[src/rtl/mbx_pkg.sv]
package mbx_pkg;

    localparam int DW   = 32;
    localparam int AW   = 8;
    localparam int NARG = 4;
    localparam int IW   = $clog2(NARG);

    localparam logic [AW-1:0] OFS_CMD      = 8'h00;
    localparam logic [AW-1:0] OFS_STAT     = 8'h04;
    localparam logic [AW-1:0] OFS_PARAM0   = 8'h18;
    localparam logic [AW-1:0] OFS_DOORBELL = 8'h04;
    localparam logic [DW-1:0] DOORBELL_VAL = 32'h8000_0000;
    localparam logic [DW-1:0] STAT_TOP     = 32'h0000_00FF;

    localparam logic SP_MBOX = 1'b0;
    localparam logic SP_INTC = 1'b1;

    typedef enum logic [2:0] {
        RES_OK      = 3'd0,
        RES_RETRY   = 3'd1,
        RES_TIMEOUT = 3'd2,
        RES_INVALID = 3'd3,
        RES_NOSUPP  = 3'd4,
        RES_NOMAP   = 3'd5,
        RES_MAPSET  = 3'd6,
        RES_IOFAIL  = 3'd7
    } res_e;

    typedef enum logic [3:0] {
        ST_IDLE,
        ST_POLL,
        ST_CLR_PRE,
        ST_ARG_WR,
        ST_CMD_WR,
        ST_RING,
        ST_WAIT,
        ST_STAT_RD,
        ST_ARG_RD,
        ST_CLR_POST,
        ST_FIN
    } seq_state_e;

    typedef struct packed {
        logic          req;
        logic          we;
        logic          space;
        logic [AW-1:0] addr;
        logic [DW-1:0] wdata;
    } bus_op_t;

    function automatic res_e map_status(input logic [7:0] s);
        res_e r;
        case (s)
            8'hF1:   r = RES_INVALID;
            8'hF2:   r = RES_NOSUPP;
            8'hF3:   r = RES_NOMAP;
            8'hF4:   r = RES_MAPSET;
            8'hFF:   r = RES_IOFAIL;
            default: r = RES_OK;
        endcase
        return r;
    endfunction

    function automatic logic [AW-1:0] param_addr(input logic [IW-1:0] idx);
        return OFS_PARAM0 + AW'({idx, 2'b00});
    endfunction

    function automatic logic status_bad(input logic [DW-1:0] s);
        return (s == '0) || (s > STAT_TOP);
    endfunction

endpackage

[src/rtl/mbx_irq_catch.sv]
module mbx_irq_catch (
    input  logic clk,
    input  logic rst,
    input  logic irq,
    input  logic clr,
    output logic pending
);
    logic irq_prev;

    always_ff @(posedge clk) begin
        if (rst) begin
            irq_prev <= 1'b0;
            pending  <= 1'b0;
        end else begin
            irq_prev <= irq;
            if (clr)
                pending <= 1'b0;
            else if (irq && !irq_prev)
                pending <= 1'b1;
        end
    end

    AST_STALE_DROPPED: assert property (@(posedge clk) disable iff (rst) clr |=> !pending);
    AST_EDGE_CAUGHT: assert property (@(posedge clk) disable iff (rst) (irq && !irq_prev && !clr) |=> pending);

endmodule

[src/rtl/mbx_wait_timer.sv]
module mbx_wait_timer #(
    parameter int PRESCALE      = 1000,
    parameter int TIMEOUT_TICKS = 300
) (
    input  logic clk,
    input  logic rst,
    input  logic run,
    output logic expired
);
    localparam int PW = (PRESCALE > 1) ? $clog2(PRESCALE) : 1;
    localparam int TW = (TIMEOUT_TICKS > 1) ? $clog2(TIMEOUT_TICKS) : 1;

    logic [PW-1:0] pre;
    logic [TW-1:0] ticks;

    always_ff @(posedge clk) begin
        if (rst || !run) begin
            pre     <= '0;
            ticks   <= '0;
            expired <= 1'b0;
        end else if (!expired) begin
            if (pre == PW'(PRESCALE - 1)) begin
                pre <= '0;
                if (ticks == TW'(TIMEOUT_TICKS - 1))
                    expired <= 1'b1;
                else
                    ticks <= ticks + 1'b1;
            end else begin
                pre <= pre + 1'b1;
            end
        end
    end

    AST_STOP_CLEARS: assert property (@(posedge clk) disable iff (rst) !run |=> !expired);
    AST_EXPIRY_HOLDS: assert property (@(posedge clk) disable iff (rst) (run && expired) |=> (expired || !run));

endmodule

[src/rtl/mbox_cmd_seq.sv]
module mbox_cmd_seq
    import mbx_pkg::*;
#(
    parameter int POLL_LIMIT    = 10000,
    parameter int PRESCALE      = 1000,
    parameter int TIMEOUT_TICKS = 300
) (
    input  logic                 clk,
    input  logic                 rst,
    input  logic                 req_valid,
    output logic                 req_ready,
    input  logic [DW-1:0]        req_cmd,
    input  logic                 req_send,
    input  logic [NARG*DW-1:0]   req_args,
    output logic                 done,
    output logic [2:0]           rsp_code,
    output logic [NARG*DW-1:0]   rsp_args,
    output logic                 bus_req,
    output logic                 bus_we,
    output logic                 bus_space,
    output logic [AW-1:0]        bus_addr,
    output logic [DW-1:0]        bus_wdata,
    input  logic                 bus_ack,
    input  logic [DW-1:0]        bus_rdata,
    input  logic                 irq
);
    localparam int PCW = (POLL_LIMIT > 1) ? $clog2(POLL_LIMIT) : 1;
    localparam logic [IW-1:0] LAST_ARG = IW'(NARG - 1);

    seq_state_e                 state;
    logic [PCW-1:0]             poll_cnt;
    logic [IW-1:0]              idx;
    logic [DW-1:0]              cmd_q;
    logic                       send_q;
    logic [NARG-1:0][DW-1:0]    args_q;
    logic [NARG-1:0][DW-1:0]    rd_q;
    logic [7:0]                 stat_q;
    logic                       tmo_q;
    res_e                       code_q;
    bus_op_t                    op;
    logic                       irq_pend;
    logic                       wait_over;

    mbx_irq_catch u_irq (
        .clk     (clk),
        .rst     (rst),
        .irq     (irq),
        .clr     (state == ST_CMD_WR),
        .pending (irq_pend)
    );

    mbx_wait_timer #(
        .PRESCALE      (PRESCALE),
        .TIMEOUT_TICKS (TIMEOUT_TICKS)
    ) u_timer (
        .clk     (clk),
        .rst     (rst),
        .run     (state == ST_WAIT),
        .expired (wait_over)
    );

    always_comb begin
        op = '{req: 1'b0, we: 1'b0, space: SP_MBOX, addr: '0, wdata: '0};
        case (state)
            ST_POLL:     op = '{req: 1'b1, we: 1'b0, space: SP_MBOX, addr: OFS_CMD,         wdata: '0};
            ST_CLR_PRE,
            ST_CLR_POST: op = '{req: 1'b1, we: 1'b1, space: SP_MBOX, addr: OFS_STAT,        wdata: '0};
            ST_ARG_WR:   op = '{req: 1'b1, we: 1'b1, space: SP_MBOX, addr: param_addr(idx), wdata: args_q[idx]};
            ST_CMD_WR:   op = '{req: 1'b1, we: 1'b1, space: SP_MBOX, addr: OFS_CMD,         wdata: cmd_q};
            ST_RING:     op = '{req: 1'b1, we: 1'b1, space: SP_INTC, addr: OFS_DOORBELL,    wdata: DOORBELL_VAL};
            ST_STAT_RD:  op = '{req: 1'b1, we: 1'b0, space: SP_MBOX, addr: OFS_STAT,        wdata: '0};
            ST_ARG_RD:   op = '{req: 1'b1, we: 1'b0, space: SP_MBOX, addr: param_addr(idx), wdata: '0};
            default:     op = '{req: 1'b0, we: 1'b0, space: SP_MBOX, addr: '0,              wdata: '0};
        endcase
    end

    assign bus_req   = op.req;
    assign bus_we    = op.we;
    assign bus_space = op.space;
    assign bus_addr  = op.addr;
    assign bus_wdata = op.wdata;

    assign req_ready = (state == ST_IDLE);
    assign done      = (state == ST_FIN);
    assign rsp_code  = code_q;
    assign rsp_args  = rd_q;

    always_ff @(posedge clk) begin
        if (rst) begin
            state    <= ST_IDLE;
            poll_cnt <= '0;
            idx      <= '0;
            cmd_q    <= '0;
            send_q   <= 1'b0;
            args_q   <= '0;
            rd_q     <= '0;
            stat_q   <= '0;
            tmo_q    <= 1'b0;
            code_q   <= RES_OK;
        end else begin
            case (state)
                ST_IDLE: begin
                    if (req_valid) begin
                        cmd_q    <= req_cmd;
                        send_q   <= req_send;
                        args_q   <= req_args;
                        rd_q     <= '0;
                        poll_cnt <= '0;
                        state    <= ST_POLL;
                    end
                end
                ST_POLL: begin
                    if (bus_ack) begin
                        if (bus_rdata == '0) begin
                            state <= ST_CLR_PRE;
                        end else if (poll_cnt == PCW'(POLL_LIMIT - 1)) begin
                            code_q <= RES_RETRY;
                            state  <= ST_FIN;
                        end else begin
                            poll_cnt <= poll_cnt + 1'b1;
                        end
                    end
                end
                ST_CLR_PRE: begin
                    if (bus_ack) begin
                        idx   <= '0;
                        state <= send_q ? ST_ARG_WR : ST_CMD_WR;
                    end
                end
                ST_ARG_WR: begin
                    if (bus_ack) begin
                        if (idx == LAST_ARG) state <= ST_CMD_WR;
                        else                 idx   <= idx + 1'b1;
                    end
                end
                ST_CMD_WR: begin
                    if (bus_ack) state <= ST_RING;
                end
                ST_RING: begin
                    if (bus_ack) state <= ST_WAIT;
                end
                ST_WAIT: begin
                    if (irq_pend) begin
                        tmo_q <= 1'b0;
                        state <= ST_STAT_RD;
                    end else if (wait_over) begin
                        tmo_q <= 1'b1;
                        state <= ST_STAT_RD;
                    end
                end
                ST_STAT_RD: begin
                    if (bus_ack) begin
                        if (tmo_q || status_bad(bus_rdata)) begin
                            code_q <= RES_TIMEOUT;
                            state  <= ST_FIN;
                        end else begin
                            stat_q <= bus_rdata[7:0];
                            idx    <= '0;
                            state  <= send_q ? ST_CLR_POST : ST_ARG_RD;
                        end
                    end
                end
                ST_ARG_RD: begin
                    if (bus_ack) begin
                        rd_q[idx] <= bus_rdata;
                        if (idx == LAST_ARG) state <= ST_CLR_POST;
                        else                 idx   <= idx + 1'b1;
                    end
                end
                ST_CLR_POST: begin
                    if (bus_ack) begin
                        code_q <= map_status(stat_q);
                        state  <= ST_FIN;
                    end
                end
                ST_FIN: begin
                    state <= ST_IDLE;
                end
                default: state <= ST_IDLE;
            endcase
        end
    end

    AST_DOORBELL_WORD: assert property (@(posedge clk) disable iff (rst) (bus_req && bus_we && bus_space) |-> (bus_addr == OFS_DOORBELL && bus_wdata == DOORBELL_VAL));
    AST_DONE_SINGLE: assert property (@(posedge clk) disable iff (rst) done |=> (!done && req_ready));
    AST_BUSY_HOLDS: assert property (@(posedge clk) disable iff (rst) (!req_ready && !done) |=> !req_ready);
    AST_TAKEN_GOES_BUSY: assert property (@(posedge clk) disable iff (rst) (req_valid && req_ready) |=> !req_ready);
    AST_IDLE_NO_BUS: assert property (@(posedge clk) disable iff (rst) (req_ready || done) |-> !bus_req);

endmodule

[config.mk]
export PLATFORM = sky130hd
export DESIGN_NAME = mbox_cmd_seq
export DESIGN_NICKNAME = d
export VERILOG_FILES = /design/src/rtl/mbx_pkg.sv /design/src/rtl/mbx_irq_catch.sv /design/src/rtl/mbx_wait_timer.sv /design/src/rtl/mbox_cmd_seq.sv
export SDC_FILE = /design/constraint.sdc
export NUM_CORES = 1
export LEC_CHECK = 0
export ABC_CLOCK_PERIOD_IN_PS = 2250
export BUFFER_PORTS_ARGS = -buffer_cell sky130_fd_sc_hd__buf_2
export CAP_MARGIN = 20
export CORE_UTILIZATION = 49
export CTS_BUF_LIST = sky130_fd_sc_hd__clkbuf_2 sky130_fd_sc_hd__clkbuf_4 sky130_fd_sc_hd__clkbuf_8
export CTS_CLUSTER_SIZE = 30
export DETAILED_ROUTE_END_ITERATION = 6
export PLACE_DENSITY = 0.76
export SLEW_MARGIN = 30
export SYNTH_ARGS = -nofsm -noshare
export SYNTH_HDL_FRONTEND = slang
export SYNTH_SLANG_ARGS = --single-unit
[constraint.sdc]
create_clock -name clk -period 2.25 [get_ports clk]
set_input_delay 0.225 -clock clk [delete_from_list [all_inputs] [get_ports clk]]
set_output_delay 0.225 -clock clk [all_outputs]
set_load 0.05 [all_outputs]
* Word level (Yosys, flattened, before mapping)
Index checks and enable logic that the tools add are counted.
** Cells by class
- Add/subtract/negate cells :: 5
- Bitwise logic cells :: 3
- $lt $le $gt $ge :: 3
- Eq/ne operators :: 39
- Reductions and logical operators :: 26
- Multiplexer cells :: 53
** Operators with widths (number)
- $pmux W43 S7 :: 1
- $mux W128 :: 2
- $pmux W128 S2 :: 1
- $bwmux W128 :: 1
- $bmux W32 S2 :: 1
- $demux W32 S2 :: 1
- $mux W32 :: 2
- $mux W4 :: 15
- $mux W14 :: 4
- $eq A8 B8 Y1 const B :: 5
- $pmux W4 S10 :: 1
- $ne A2 B2 Y1 const B :: 17
- $gt A32 B8 Y1 const B :: 1
- $logic_not A32 Y1 :: 1
- $pmux W14 S2 :: 1
- $mux W3 :: 7
- $eq A4 B3 Y1 const B :: 4
- $pmux W3 S5 :: 1
- $add A14 B1 Y14 const B :: 1
- $eq A14 B14 Y1 const B :: 1
- $reduce_and A13 Y1 :: 1
- $eq A4 B4 Y1 const B :: 3
- $mux W2 :: 6
- $add A10 B1 Y10 const B :: 1
- other kinds (29) :: 50
** Word-level totals
- Word-level logic and storage cells :: 150
- Output and inout port bits :: 176
- Bits in registers :: 343
- Input port bits :: 198

* Depth between registers and ports, before layout
- Depth after elaboration :: 7
- Gate-level depth with buffers :: 9
- Depth with buffers taken out :: 7

* Modules after synthesis
Synthesis repeated with hierarchy kept, for this count alone.
** Unflattened totals
- Cells, all modules :: 1694
- Area total of the unflattened synthesis :: 14024.7 µm²
** Modules (own cells, without submodules)
- mbox_cmd_seq :: times used 1, area each 12981.2 µm², seq. area each 6426.2 µm², cells an instance 1580
- mbx_wait_timer :: times used 1, area each 972.2 µm², seq. area each 400.4 µm², cells an instance 108
- mbx_irq_catch :: times used 1, area each 71.3 µm², seq. area each 40.0 µm², cells an instance 6

* Least setup slack after synthesis
No wires, ideal clock.
- Kind :: register -> register
- Start :: register state[1]
- End :: register poll_cnt[13]
- Setup slack :: -0.182 ns
- Data required time :: 2.131 ns
- Data arrival time :: 2.313 ns
- Setup time :: 0.119 ns
- Clock period less this slack :: 2.432 ns
- Stages on the path, launching flop included :: 10
- Buffers on the path :: 3
- Cells stage by stage :: dfxtp_1 -> buf_4 -> or2_1 -> buf_6 -> nor3_2 -> nand2_1 -> buf_2 -> a21oi_1 -> a31o_1 -> a21oi_1
** On the way
- Longest elaborated chain between the ends :: 3
- Elaborated cells between the ends (all ways) :: 9
- Those cells by class :: eq/ne: 5; mux: 1; reduce/logical: 3
** Ends and longest elaborated chain
- start: declaration :: RTL line mbox_cmd_seq.sv:30 : seq_state_e state;
- start signal: assignment :: RTL line mbox_cmd_seq.sv:127 : state <= send_q ? ST_ARG_WR : ST_CMD_WR;
- start signal: assignment :: RTL line mbox_cmd_seq.sv:159 : state <= send_q ? ST_CLR_POST : ST_ARG_RD;
- $logic_not A4 Y1 *
- net req_ready :: RTL line mbox_cmd_seq.sv:11 : output logic req_ready,
- $ne A2 B2 Y1 (no line) or $reduce_bool A2 Y1 (tied branches)
- $reduce_and A5 Y1 (no line)
- end signal: assignment :: RTL line mbox_cmd_seq.sv:120 : poll_cnt <= poll_cnt + 1'b1;
- end: declaration :: RTL line mbox_cmd_seq.sv:31 : logic [PCW-1:0] poll_cnt;
Mark *: on every way through the listed nets, which the timed path passes. The rest lies on a longest branch.
A chain may end at the register's enable or synchronous reset.

* Final worst setup path
- Start :: register idx[0]
- End :: output port bus_wdata[20]
** On the way
- Longest elaborated chain between the ends :: 3
** Ends and longest elaborated chain
- start: declaration :: RTL line mbox_cmd_seq.sv:32 : logic [IW-1:0] idx;
- start signal: assignment :: RTL line mbox_cmd_seq.sv:133 : else idx <= idx + 1'b1;
- start signal: assignment :: RTL line mbox_cmd_seq.sv:167 : else idx <= idx + 1'b1;
- $bmux W32 S2 :: RTL line mbox_cmd_seq.sv:68 : ST_ARG_WR: op = '{req: 1'b1, we: 1'b1, space: SP_MBOX, addr: param_addr(idx), wdata: args_q[idx]};
- $mux W32 (implied by the code) :: RTL line mbox_cmd_seq.sv:68
- $pmux W43 S7 :: RTL line mbox_cmd_seq.sv:64 : case (state)
- end: declaration :: RTL line mbox_cmd_seq.sv:22 : output logic [DW-1:0] bus_wdata,
No other way between the ends. The select of a mux whose other input is x is not followed.

==> results by stage <==
Die:
- The floorplan step defined a die boundary enclosing 29110 um^2.
- The chip height is 170.6 um.
- The number of top-level pins is 374.
- The initial utilization of the core area, before any placement, comes to 50.01%.
- The area of the placeable core is 27860 um^2.
- The die boundary width is 170.6 um.
- The count of standard-cell rows is 61.

Final layout:
- The fraction of layout instances using a drive strength above 1 is 27.71%.
- The most common cell after layout, fill and taps aside is nand2_1.
- The utilization of the core after routing is 70.64%.
- For this run, the number of standard cells in the final layout without fillers is 2548.
- The area overhead of the layout relative to synthesis is 41.25%.
- After the last flow step, the layout net total stands at 2337.
- Leaving out fill and tap cells, the most frequent cells in the layout are 343 x nand2_1, 340 x dfxtp_1, 334 x buf_2, 184 x dlygate4sd3_1.

Setup path:
- The slack of the worst reg-to-reg path is 0.11 ns.
- Of all nets on the critical path, the largest fanout is 5.
- Data arrives at the worst endpoint at 2.18 ns.
- Following the worst setup path forward leads to its endpoint at bus_wdata[20].
- The critical setup path kind is reg -> out.
- The path depth of the worst reg2reg path is 6.
- Walking the worst path, the cells encountered are buf_12 -> buf_16 -> mux4_2 -> a22o_1 -> buf_6.
- For the worst setup path, the data required time is 2.03 ns.
- The launching element type of the critical path is a register.
- In this run the number of cells on the critical path is 5.
- The number of buffers and inverters on the critical path is 3.
- The cell type of the slowest stage on the worst timing path is mux4_2.
- The launch point of the worst path is idx[0]$_SDFFE_PP0P_.
- The endpoint identified for the worst register-to-register timing path is args_q[71]$_SDFFE_PP0P_.
- The family with the most delay on the worst path is multiplexers.
- For this run, the slowest stage of the critical path takes 0.52 ns.
- The endpoint kind of the worst setup timing path is an output port.
- In this run the critical register-to-register path is launched from state[2]$_SDFFE_PP0P_.

Clock tree:
- In this run the clock root is driven by a clkbuf_8.
- The clock reaches the later pin of the worst-skew pair after 0.58 ns.
- The clock tree synthesis step divided the H-tree into 2 levels.
- TritonCTS built the clock tree.
- Counting the buffers created by CTS gives 54.
- The clock tree buffer depth is 3.
- The post-CTS clock slew at the launch and capture registers of the worst setup and hold paths is 0.06 ns.
- The tree built by TritonCTS fans out to 343 sinks.

Placed design:
- The number of placed instances with taps included is 2257.
- Routability-driven placement finished with a final weighted congestion of 0.8746.
- OpenSTA, run right after detailed placement, puts the worst setup slack at -0.2562 ns.
- Port buffering added 369 buffers.
- Summed over all nets, the half-perimeter wirelength after detailed placement is 28.12 mm.

Routing:
- The number of iterations in the first detailed-routing pass is 6.
- The detailed-route wire length per cell is 19.74 um.
- Using the TritonRoute via totals, the vias-per-cell ratio works out to 5.821.
- The routed layout has 14833 vias.
- The detail route stage leaves a number of antenna-violating nets equal to 0.
- For this run, design rule violations remaining after detail routing come to 0.
- The first routing iteration left 1443 violations.
- The final routed wirelength across all metal layers is 50.30 mm.

STA:
- The sum of negative setup slack is -2.302 ns.
- The post-route clock skew is 0.03965 ns.
- The final period demand of the worst path is 2.401 ns.
- Of the available clock period, the critical path in the final layout requires 106.7%.
- Setup repair after global routing could not meet its margin everywhere.
- The worst slew slack as a fraction of its limit is 51.23%.
- For the pin with the worst max-slew slack, the measured transition is 0.7315 ns.
- Derived from the worst setup path, the maximum achievable clock frequency is 0.4164 GHz.
- The setup violation total in the final timing report is 32.
- The hold violation count in the final report is 0.
- The final worst setup slack is -0.1513 ns.
- The count of final max-slew check failures is 0.

Yosys:
- Counting flops and latches in the post-synthesis netlist gives 343.
- Synthesis produced 1593 cells.
- Of all cell types, the one taking the most synthesized area is dfxtp_1.
- The synthesis warning total is 0.
- The number of flops mapped to enable cells by yosys is 0.
- The netlist area before placement is 13930 um^2.
- For this run, asynchronously set or reset flops after synthesis account for 0%.
- The share of synthesized area in the top cell type comes to 49.29%.
- The number of different library cells in the post-synthesis netlist is 68.
- The average instance area after synthesis is 8.745 um^2.
- Sorting the synthesized cells by area gives the leading types as dfxtp_1 49%, nand2_1 9.3%, a22oi_1 7.0%.
- The share of synthesized area occupied by flip-flops and latches is 49.29%.
- For this run, the leading register cell type out of synthesis is dfxtp_1.

Run:
- The number of maximum-capacitance violations is 0.

Global route:
- The via count of the first global-routing pass came to 14543.
- The total congestion overflow is 0.
- The number of antenna violations at the first check in global routing came to 4.
- For this run, the total global-route usage over all layers was measured as 33.32%.
- Entering global routing, the biggest net connects 132 pins.
- The global-route wire length before repair is 76.74 mm.

Pwr:
- The overall power consumption is 0.01765 W.
- The peak supply drop is 625.1 uV.
- The leakage power summed over all cells is 8.060 nW.
- For this design the ratio of total power to cell area is 896.7 nW/um^2.

Outcome:
- The checks that failed: setup timing.
- The flow ran to the end, but the final reports show violations.

Min path:
- The worst hold path class is in -> reg.
-- worst min-delay path by stage --
stage,endpoint,cells after the start,slack (ns),start
global route,rsp_args[76]$_SDFFE_PP0P_,3,0.03,bus_rdata[12]
floorplan,u_irq.irq_prev$_SDFF_PP0_,1,0.35,irq
detailed placement,args_q[79]$_SDFFE_PP0P_,2,0.44,args_q[79]$_SDFFE_PP0P_
CTS,rsp_args[12]$_SDFFE_PP0P_,3,0.005,bus_rdata[12]
global placement,args_q[75]$_SDFFE_PP0P_,2,0.44,args_q[75]$_SDFFE_PP0P_
finish,rsp_args[12]$_SDFFE_PP0P_,3,0.04,bus_rdata[12]
-- flip-flops by register name (all words and copies together), names as in the netlist --
register / cells
u_timer.pre: 10
state: 4
args_q: 128
cmd_q: 32
send_q: 1
poll_cnt: 14
u_timer.ticks: 9
u_irq.pending: 1
tmo_q: 1
idx: 2
u_irq.irq_prev: 1
rsp_args: 128
u_timer.expired: 1
rsp_code: 3
stat_q: 8
-- area by class of cell --
| cell class | count | area, um^2 |
|---|---|---|
| clock inverters | 6 | 40.04 |
| multi-input cells | 1102 | 6569 |
| diodes | 5 | 12.51 |
| clock buffers | 83 | 1011 |
| flip-flops and latches | 343 | 6875 |
| repair buffers | 618 | 4648 |
| fillers | 1894 | 8180 |
| inverters | 13 | 48.80 |
| well taps | 378 | 473.0 |
-- cells in the mapped netlist, types with 7 or more instances --
cell      count
nand2_1     345
dfxtp_1     343
nor2_1      186
a21oi_1     180
a22oi_1     130
clkbuf_1     98
mux4_2       32
a22o_1       31
buf_2        27
nand3_1      16
xnor2_1      16
inv_1        13
o21ai_0      13
xor2_1       12
and3_1       11
mux2i_1      11
nand4_1       9
nor3_1        8
buf_4         7
ha_1          7
nand2b_1      7
-- tightest hold or removal path, stage by stage --
cell and delay (ns):
buf_2 0.17, a22oi_1 0.11, nor2_1 0.08
-- per-stage QoR --
| stage | hold WS (ns) | area (um^2) |
|---|---|---|
| after CTS | 0.004774 | 19550 |
| final | 0.04168 | 19680 |
| after detailed placement | 0.4439 | 16230 |
| after global routing | 0.03349 | 19680 |
| after global placement | 0.4392 | 16230 |
| after floorplan | 0.3532 | 13950 |
-- repair_timing --
| item | 4_1_cts | 5_1_grt |
|---|---|---|
| hold endpoints to repair | 244 | 0 |
| gates resized for setup | 86 | 24 |
| cloned | 4 | 0 |
| buffers inserted | 9 | 0 |
| hold buffers | 184 | 0 |
| pin swaps | 3 | 5 |
| endpoints found under the setup margin | 35 | 61 |
-- power by group --
part	total, W	leakage, nW	switching, W	internal (W)
Combinational	0.00521	4.70	0.00340	0.00182
Sequential	0.00718	2.79	0.000426	0.00676
Clock	0.00525	0.569	0.00241	0.00284
-- metal layers --
layer  GRT usage [%]  vias to the layer above  share of wire [%]
li1                -                     6605                  -
met1           39.02                     6932                 36
met2           55.39                     1043                 48
met3           8.119                      253                 10
met4           19.70                        0                5.9
met5               0                        -                  0
-- cells by family (layout without fill, tap and decap cells) --
family,Yosys count,after routing,synth area share (%)
buffers and inverters,151,720,4.778
muxes,43,43,5.964
xor gates and xnor gates,28,28,1.760
adders and majority gates,7,7,0.6287
other,1,9,0.02692
and+or+nand+nor,629,629,19.26
DFF,343,343,49.29
AOI/OAI and AO/OA,391,391,18.30
Power figures use the tool's default switching activity.
